`config.mk`:
```
export PLATFORM = sky130hd
export DESIGN_NAME = pccard_cycle_ctrl
export DESIGN_NICKNAME = d
export VERILOG_FILES = /design/src/rtl/pcc_pkg.sv /design/src/rtl/pcc_wait_sync.sv /design/src/rtl/pcc_lane_steer.sv /design/src/rtl/pcc_reset_gate.sv /design/src/rtl/pcc_cycle_seq.sv /design/src/rtl/pccard_cycle_ctrl.sv
export SDC_FILE = /design/constraint.sdc
export NUM_CORES = 1
export LEC_CHECK = 0
export BUFFER_PORTS_ARGS = -buffer_cell sky130_fd_sc_hd__buf_2
export CORE_ASPECT_RATIO = 1.25
export CORE_MARGIN = 2
export CORE_UTILIZATION = 55
export CTS_CLUSTER_SIZE = 30
export DETAILED_ROUTE_END_ITERATION = 10
export PLACE_DENSITY_LB_ADDON = 0.15
export REMOVE_ABC_BUFFERS = 1
export SKIP_CTS_REPAIR_TIMING = 1
export SLEW_MARGIN = 20
export SYNTH_ARGS = -nofsm -noshare
export SYNTH_HDL_FRONTEND = slang
export SYNTH_SLANG_ARGS = --single-unit
```
`constraint.sdc`:
```
create_clock -name clk -period 4.1 [get_ports clk]
set_input_delay 0.41 -clock clk [delete_from_list [all_inputs] [get_ports clk]]
set_output_delay 0.41 -clock clk [all_outputs]
set_load 0.03 [all_outputs]
```
`src/rtl/pcc_pkg.sv`:
```
package pcc_pkg;

   typedef enum logic [1:0] {
      SP_COMMON = 2'd0,
      SP_ATTR   = 2'd1,
      SP_IO     = 2'd2
   } space_e;

   typedef enum logic [1:0] {
      PH_IDLE  = 2'd0,
      PH_SETUP = 2'd1,
      PH_CMD   = 2'd2,
      PH_HOLD  = 2'd3
   } phase_e;

   localparam int unsigned DATA_W = 16;

endpackage

```
`src/rtl/pcc_wait_sync.sv`:
```
module pcc_wait_sync #(
   parameter int unsigned STAGES = 2
) (
   input  logic clk,
   input  logic rst_n,
   input  logic wait_n_async,
   output logic wait_n_sync
);
   if (STAGES < 2) begin : g_bad_stages
      $error("pcc_wait_sync: STAGES must be at least 2");
   end

   logic [STAGES-1:0] chain_q;

   // released (high) is the safe reset value
   always_ff @(posedge clk or negedge rst_n) begin
      if (!rst_n) chain_q <= '1;
      else        chain_q <= {chain_q[STAGES-2:0], wait_n_async};
   end

   assign wait_n_sync = chain_q[STAGES-1];
endmodule

```
`src/rtl/pcc_lane_steer.sv`:
```
module pcc_lane_steer #(
   parameter int unsigned ADDR_W = 12
) (
   input  logic              active,
   input  logic              card8,
   input  logic              wide,
   input  logic              second,
   input  logic [ADDR_W-1:0] addr,
   input  logic [15:0]       wdata,
   output logic              ce1_n,
   output logic              ce2_n,
   output logic [ADDR_W-1:0] out_addr,
   output logic [15:0]       d_out
);
   if (ADDR_W < 2) begin : g_bad_addr
      $error("pcc_lane_steer: ADDR_W must be at least 2");
   end

   always_comb begin
      out_addr = addr;
      ce1_n    = 1'b1;
      ce2_n    = 1'b1;
      d_out    = 16'h0000;
      if (card8) begin
         // 8-bit socket: CE1 only, A0 picks the byte, low lane only
         if (wide) begin
            out_addr[0] = second;
            d_out       = {8'h00, (second ? wdata[15:8] : wdata[7:0])};
         end else begin
            d_out       = {8'h00, wdata[7:0]};
         end
         ce1_n = !active;
      end else if (wide) begin
         out_addr[0] = 1'b0;
         d_out       = wdata;
         ce1_n       = !active;
         ce2_n       = !active;
      end else if (addr[0]) begin
         d_out = {wdata[7:0], 8'h00};
         ce2_n = !active;
      end else begin
         d_out = {8'h00, wdata[7:0]};
         ce1_n = !active;
      end
      if (!active) out_addr = '0;
   end
endmodule

```
`src/rtl/pcc_reset_gate.sv`:
```
module pcc_reset_gate (
   input  logic card_present,
   input  logic power_on,
   input  logic if_enable,
   input  logic reset_req,
   output logic card_reset,
   output logic card_reset_oe
);
   logic safe;

   assign safe          = card_present & power_on & if_enable;
   assign card_reset_oe = safe;
   assign card_reset    = safe & reset_req;
endmodule

```
`src/rtl/pcc_cycle_seq.sv`:
```
module pcc_cycle_seq
   import pcc_pkg::*;
#(
   parameter int unsigned TIME_W      = 4,
   parameter int unsigned TIMEOUT_CYC = 1024
) (
   input  logic              clk,
   input  logic              rst_n,
   input  logic              start,
   input  logic              wide,
   input  logic              card8,
   input  logic              write,
   input  logic              addr0,
   input  logic [TIME_W-1:0] cfg_setup,
   input  logic [TIME_W-1:0] cfg_pulse,
   input  logic [TIME_W-1:0] cfg_hold,
   input  logic              wait_ok,
   input  logic [15:0]       d_in,
   output phase_e            phase,
   output logic              second,
   output logic              done,
   output logic              err,
   output logic [15:0]       rd_data
);
   localparam int unsigned TMO_W = (TIMEOUT_CYC < 2) ? 1 : $clog2(TIMEOUT_CYC);
   localparam logic [TMO_W-1:0] TMO_LAST = TMO_W'(TIMEOUT_CYC - 1);

   if (TIMEOUT_CYC < 2) begin : g_bad_tmo
      $error("pcc_cycle_seq: TIMEOUT_CYC must be at least 2");
   end
   if (TIME_W < 1 || TIME_W > 8) begin : g_bad_time
      $error("pcc_cycle_seq: TIME_W must be 1..8");
   end

   logic [TIME_W-1:0] cnt_q;
   logic [TMO_W-1:0]  tmo_q;
   logic              hit_q;
   logic              split;
   logic [15:0]       cap;

   assign split = card8 & wide;

   always_comb begin
      cap = rd_data;
      if (card8) begin
         if (second) cap[15:8] = d_in[7:0];
         else        cap[7:0]  = d_in[7:0];
      end else if (wide) begin
         cap = d_in;
      end else begin
         cap = {8'h00, (addr0 ? d_in[15:8] : d_in[7:0])};
      end
   end

   always_ff @(posedge clk or negedge rst_n) begin
      if (!rst_n) begin
         phase   <= PH_IDLE;
         cnt_q   <= '0;
         tmo_q   <= '0;
         hit_q   <= 1'b0;
         second  <= 1'b0;
         done    <= 1'b0;
         err     <= 1'b0;
         rd_data <= '0;
      end else begin
         done <= 1'b0;
         err  <= 1'b0;
         unique case (phase)
            PH_IDLE: begin
               if (start) begin
                  phase   <= PH_SETUP;
                  cnt_q   <= '0;
                  second  <= 1'b0;
                  hit_q   <= 1'b0;
                  rd_data <= '0;
               end
            end
            PH_SETUP: begin
               if (cnt_q == cfg_setup) begin
                  phase <= PH_CMD;
                  cnt_q <= '0;
                  tmo_q <= '0;
               end else begin
                  cnt_q <= cnt_q + 1'b1;
               end
            end
            PH_CMD: begin
               if (cnt_q != cfg_pulse) begin
                  cnt_q <= cnt_q + 1'b1;
               end else if (wait_ok) begin
                  if (!write) rd_data <= cap;
                  phase <= PH_HOLD;
                  cnt_q <= '0;
               end else if (tmo_q == TMO_LAST) begin
                  hit_q   <= 1'b1;
                  rd_data <= '1;
                  phase   <= PH_HOLD;
                  cnt_q   <= '0;
               end else begin
                  tmo_q <= tmo_q + 1'b1;
               end
            end
            PH_HOLD: begin
               if (cnt_q == cfg_hold) begin
                  cnt_q <= '0;
                  if (split && !second && !hit_q) begin
                     second <= 1'b1;
                     phase  <= PH_SETUP;
                  end else begin
                     phase <= PH_IDLE;
                     done  <= 1'b1;
                     err   <= hit_q;
                  end
               end else begin
                  cnt_q <= cnt_q + 1'b1;
               end
            end
            default: phase <= PH_IDLE;
         endcase
      end
   end
endmodule

```
`src/rtl/pccard_cycle_ctrl.sv`:
```
module pccard_cycle_ctrl
   import pcc_pkg::*;
#(
   parameter int unsigned ADDR_W      = 12,
   parameter int unsigned TIME_W      = 4,
   parameter int unsigned TIMEOUT_CYC = 1024,
   parameter int unsigned SYNC_STAGES = 2
) (
   input  logic              clk,
   input  logic              rst_n,
   input  logic              req_valid,
   input  logic [ADDR_W-1:0] req_addr,
   input  logic [15:0]       req_wdata,
   input  logic              req_write,
   input  logic [1:0]        req_space,
   input  logic              req_wide,
   input  logic              req_dma,
   input  logic              cfg_ata,
   input  logic              cfg_8bit,
   input  logic [TIME_W-1:0] cfg_setup,
   input  logic [TIME_W-1:0] cfg_pulse,
   input  logic [TIME_W-1:0] cfg_hold,
   output logic              busy,
   output logic              done,
   output logic [15:0]       rd_data,
   output logic              err,
   output logic [ADDR_W-1:0] card_addr,
   output logic [15:0]       card_d_out,
   output logic              card_d_oe,
   input  logic [15:0]       card_d_in,
   output logic              card_ce1_n,
   output logic              card_ce2_n,
   output logic              card_reg_n,
   output logic              card_oe_n,
   output logic              card_we_n,
   output logic              card_iord_n,
   output logic              card_iowr_n,
   input  logic              card_wait_n,
   input  logic              card_present,
   input  logic              power_on,
   input  logic              if_enable,
   input  logic              reset_req,
   output logic              card_reset,
   output logic              card_reset_oe
);
   phase_e            phase;
   logic              second;
   logic              wait_ok;
   logic              start;
   logic              active;
   logic              in_cmd;

   logic [ADDR_W-1:0] addr_q;
   logic [15:0]       wdata_q;
   logic              write_q;
   space_e            space_q;
   logic              wide_q;
   logic              dma_q;
   logic              ata_q;
   logic              card8_q;
   logic [TIME_W-1:0] setup_q;
   logic [TIME_W-1:0] pulse_q;
   logic [TIME_W-1:0] hold_q;

   assign start = req_valid && (phase == PH_IDLE);

   // request and socket setup are frozen for the whole access
   always_ff @(posedge clk or negedge rst_n) begin
      if (!rst_n) begin
         addr_q  <= '0;
         wdata_q <= '0;
         write_q <= 1'b0;
         space_q <= SP_COMMON;
         wide_q  <= 1'b0;
         dma_q   <= 1'b0;
         ata_q   <= 1'b0;
         card8_q <= 1'b0;
         setup_q <= '0;
         pulse_q <= '0;
         hold_q  <= '0;
      end else if (start) begin
         addr_q  <= req_addr;
         wdata_q <= req_wdata;
         write_q <= req_write;
         space_q <= space_e'(req_space);
         wide_q  <= req_wide;
         dma_q   <= req_dma;
         ata_q   <= cfg_ata;
         card8_q <= cfg_8bit;
         setup_q <= cfg_setup;
         pulse_q <= cfg_pulse;
         hold_q  <= cfg_hold;
      end
   end

   pcc_wait_sync #(.STAGES(SYNC_STAGES)) u_sync (
      .clk          (clk),
      .rst_n        (rst_n),
      .wait_n_async (card_wait_n),
      .wait_n_sync  (wait_ok)
   );

   pcc_cycle_seq #(.TIME_W(TIME_W), .TIMEOUT_CYC(TIMEOUT_CYC)) u_seq (
      .clk       (clk),
      .rst_n     (rst_n),
      .start     (start),
      .wide      (wide_q),
      .card8     (card8_q),
      .write     (write_q),
      .addr0     (addr_q[0]),
      .cfg_setup (setup_q),
      .cfg_pulse (pulse_q),
      .cfg_hold  (hold_q),
      .wait_ok   (wait_ok),
      .d_in      (card_d_in),
      .phase     (phase),
      .second    (second),
      .done      (done),
      .err       (err),
      .rd_data   (rd_data)
   );

   assign active = (phase != PH_IDLE);
   assign in_cmd = (phase == PH_CMD);
   assign busy   = active;

   pcc_lane_steer #(.ADDR_W(ADDR_W)) u_steer (
      .active   (active),
      .card8    (card8_q),
      .wide     (wide_q),
      .second   (second),
      .addr     (addr_q),
      .wdata    (wdata_q),
      .ce1_n    (card_ce1_n),
      .ce2_n    (card_ce2_n),
      .out_addr (card_addr),
      .d_out    (card_d_out)
   );

   assign card_d_oe = active & write_q;

   // register-space select: attribute memory or plain I/O, never in ATA mode or on DMA I/O
   always_comb begin
      card_reg_n = 1'b1;
      if (active && !ata_q) begin
         if (space_q == SP_ATTR)              card_reg_n = 1'b0;
         else if (space_q == SP_IO && !dma_q) card_reg_n = 1'b0;
      end
   end

   logic is_io;
   assign is_io       = (space_q == SP_IO);
   assign card_oe_n   = !(in_cmd && !is_io && !write_q);
   assign card_we_n   = !(in_cmd && !is_io &&  write_q);
   assign card_iord_n = !(in_cmd &&  is_io && !write_q);
   assign card_iowr_n = !(in_cmd &&  is_io &&  write_q);

   pcc_reset_gate u_rst (
      .card_present  (card_present),
      .power_on      (power_on),
      .if_enable     (if_enable),
      .reset_req     (reset_req),
      .card_reset    (card_reset),
      .card_reset_oe (card_reset_oe)
   );
endmodule

```
==> impl_metrics.env <==
export IMPL_leakagePower_nw=2.595
export IMPL_place_ws_ns=1.203
export IMPL_utilization_pct=68.90
export IMPL_slew_viol_final=0
export IMPL_power_mw=4.665
export IMPL_grt_overflow_total=0
export IMPL_ys_flop_type="dfrtp_1"
export IMPL_ios=128
export IMPL_yosysWarnings=0
export IMPL_maxCapViolations=0
export IMPL_timing_rr_end="u_seq.rd_data[0]"
export IMPL_yosysTopAreaCell="dfrtp_1"
export IMPL_hp_class="input pin to async pin"
export IMPL_clk_pin_slew_ns=0.09
export IMPL_rsz0062_at_grt="no"
export IMPL_grt_usage_pct=24.50
export IMPL_grt_max_degree=86
export IMPL_core_area_um2=7883
export IMPL_syn_area_um2=4499
export IMPL_regArea_um2=2130
export IMPL_die_w_um=84.90
export IMPL_synth_most_common_cell="dfrtp_1"
export IMPL_power_frac_clock_pct=16.6
export IMPL_setup_violations=0
export IMPL_r2r_start="u_seq.phase[0]"
export IMPL_clk_path_buf_depth=2
export IMPL_syn_inst=420
export IMPL_synth_avg_cell_area_um2=10.71
export IMPL_switching_power_mw=2.096
export IMPL_gp_congestion=0.8711
export IMPL_route_detailed_drc=0
export IMPL_grt_pass1_vias=3703
export IMPL_htreeDepth=3
export IMPL_fillCellCount=630
export IMPL_p_comb_share_pct=52.5
export IMPL_critical_path_class="flop to output port"
export IMPL_finalSetupTns_ns=0
export IMPL_vias_per_cell=5.874
export IMPL_io_buffers=127
export IMPL_final_nets=612
export IMPL_drtIter0Drc=222
export IMPL_p_per_area_nw_per_um2=858.8
export IMPL_dr_pass1_iters=5
export IMPL_cts_root_buf="clkbuf_8"
export IMPL_ir_worst_vdd_mv=0.5072
export IMPL_critPathSlowestCell="ha_1"
export IMPL_synth_seq_cells=85
export IMPL_max_freq_ghz=0.3015
export IMPL_fin_crit_ns=3.316
export IMPL_multiInputGateArea_um2=2242
export IMPL_status="completed"
export IMPL_fp_row_count=36
export IMPL_cts_buffers=9
export IMPL_avgRoutedWirePerCell_um=16.43
export IMPL_postPlaceCellArea_um2=5166
export IMPL_timing_final_ws_setup_ns=0.7836
export IMPL_slew_headroom_pct=36.32
export IMPL_initial_core_util_pct=57.08
export IMPL_antenna_left=0
export IMPL_startpoint_type="flop"
export IMPL_cts_tree="yes"
export IMPL_antenna_found_initial=0
export IMPL_drt_total_wl_um=10420
export IMPL_grt_pass1_wl_um=17280
export IMPL_final_layout_size_suffix_gt1_share_pct=41.19
export IMPL_yosys_cell_types_count=51
export IMPL_fin_crit_sh_pct=80.89
export IMPL_antenna_cells=0
export IMPL_die_h_um=105.1
export IMPL_fin_area_um2=5431
export IMPL_critPathCaptureType="output port"
export IMPL_netlist_top_cells_area="dfrtp_1, mux2_2, a21oi_1, a22oi_1, nor2_1"
export IMPL_dp_hpwl_um=7198
export IMPL_sw_frac_of_total_pct=44.93
export IMPL_p_int_mw=2.569
export IMPL_synth_edf_count=0
export IMPL_path_max_fanout=24
export IMPL_critical_path_max_stage_delay_ns=0.77
export IMPL_dr_total_vias=3724
export IMPL_dieArea_um2=8924
export IMPL_path_cells="inv_1 -> ha_1 -> inv_1 -> nor2_1 -> nand2_1 -> buf_2"
export IMPL_netlist_top_cells_count="dfrtp_1, mux2_2, a21oi_1, nor2_1, nand2_1"
export IMPL_cpMostUsedCell="inv_1"
export IMPL_fin_skew_ns=0.007660
export IMPL_cts_sinks=85
export IMPL_seq_area_frac_synth_pct=47.33
export IMPL_yosys_area_top_type_share_pct=46.16
export IMPL_reg2reg_depth=6
export IMPL_clock_latency_ns=0.37
export IMPL_final_hold_viol_count=0
export IMPL_rrSetupSlack_ns=1.21
export IMPL_arrival_ns=2.91
export IMPL_critPathRequiredTime_ns=3.69
export IMPL_async_flop_share_pct=100.0
export IMPL_sequentialPowerShare_pct=30.9
export IMPL_tightest_slew_ns=0.9432
export IMPL_syn_to_final_growth_pct=20.72
## metal layers
metal	track usage [%]	part of all wire [%]	vias up
li1	-	-	1746
met1	30.86	41	1810
met2	40.04	51	140
met3	4.739	5.3	28
met4	12.13	2.9	0
met5	0	0	-
## kinds of logic after synthesis
group / count (synthesis) / share of synthesized area (%)
AO/OA/AOI/OAI: 93 / 13.85
buffers and inverters: 32 / 2.892
AND/OR/NAND/NOR: 119 / 13.88
multiplexers: 72 / 17.77
adder cells (fa/ha/maj): 7 / 1.947
XOR/XNOR: 12 / 2.336
flip-flops: 85 / 47.33
## flip-flops by register name, summed over array words and instances, names as in the netlist, 2 cells and up
register and flops:
addr_q 12, wdata_q 16, hold_q 4, u_seq.tmo_q 10, setup_q 4, u_seq.phase 2, u_sync.chain_q 2, u_seq.cnt_q 4
pulse_q 4, space_q 2, u_seq.rd_data 16
## critical path: cells and delay by family, from the launching register on
| kind | cells | cell delay (ns) |
|---|---|---|
| buffers and inverters | 3 | 0.94 |
| adder cells (fa/ha/maj) | 1 | 0.77 |
| flip-flops | 1 | 0.43 |
| AND/OR/NAND/NOR | 2 | 0.39 |
## how the worst max path moves through the flow
| stage | start | endpoint | slack, ns | depth (start not counted) |
|---|---|---|---|---|
| floorplan | u_seq.phase[0] | addr_q[0] | 1.53 | 4 |
| global placement | u_seq.phase[0] | card_iord_n | 1.28 | 6 |
| detailed placement | u_seq.phase[0] | card_oe_n | 1.20 | 6 |
| CTS | u_seq.phase[0] | card_oe_n | 0.79 | 6 |
| global route | u_seq.phase[0] | card_iord_n | 0.57 | 6 |
| finish | u_seq.phase[0] | card_oe_n | 0.78 | 6 |
## power by group through the flow
stage	registers, mW	clock network, mW	logic, mW
detailed placement	1.45	0	2.45
floorplan	1.51	0	1.71
global route	1.49	0.820	2.65
global placement	1.43	0	2.40
finish	1.44	0.775	2.45
CTS	1.44	0.792	2.46
## layout by cell type (no fill, tap or decap), types with 3 or more instances in the layout
cell type  Yosys  final
a21oi_1       34     34
mux2_2        63     63
a22oi_1       16     16
or4_1          3      3
o22ai_1        8      8
nand2_1       26     25
a31oi_1        3      3
buf_2          2    126
ha_1           7      7
nor3_1         4      4
nand2b_1       5      5
bufinv_16      0      4
inv_1          6      6
nand3_1       17     17
mux2i_1        9      9
dfrtp_1       83     83
nor2b_1       16     16
nor2_1        29     29
xor2_1        12     12
clkbuf_8       0      9
and3_1         6      6
o41ai_1        3      3
o21ai_0        9      9
## through the flow
stage / hold slack [ns] / std cells
after floorplan: 0.1144 / 394
after global placement: 0.3476 / 618
after detailed placement: 0.3476 / 618
after CTS: 0.1180 / 634
after global routing: 0.1172 / 634
final: 0.07689 / 634
## final cells by class
| cell class | count | area share [%] |
|---|---|---|
| Clock inverter | 6 | 2.465 |
| Clock buffer | 10 | 2.350 |
| Inverter | 6 | 0.4147 |
| Timing Repair Buffer | 129 | 12.09 |
| Tap cell | 95 | 2.188 |
| Multi-Input combinational cell | 303 | 41.28 |
| Sequential cell | 85 | 39.21 |
Note: power is estimated with default switching activity, not from simulation.
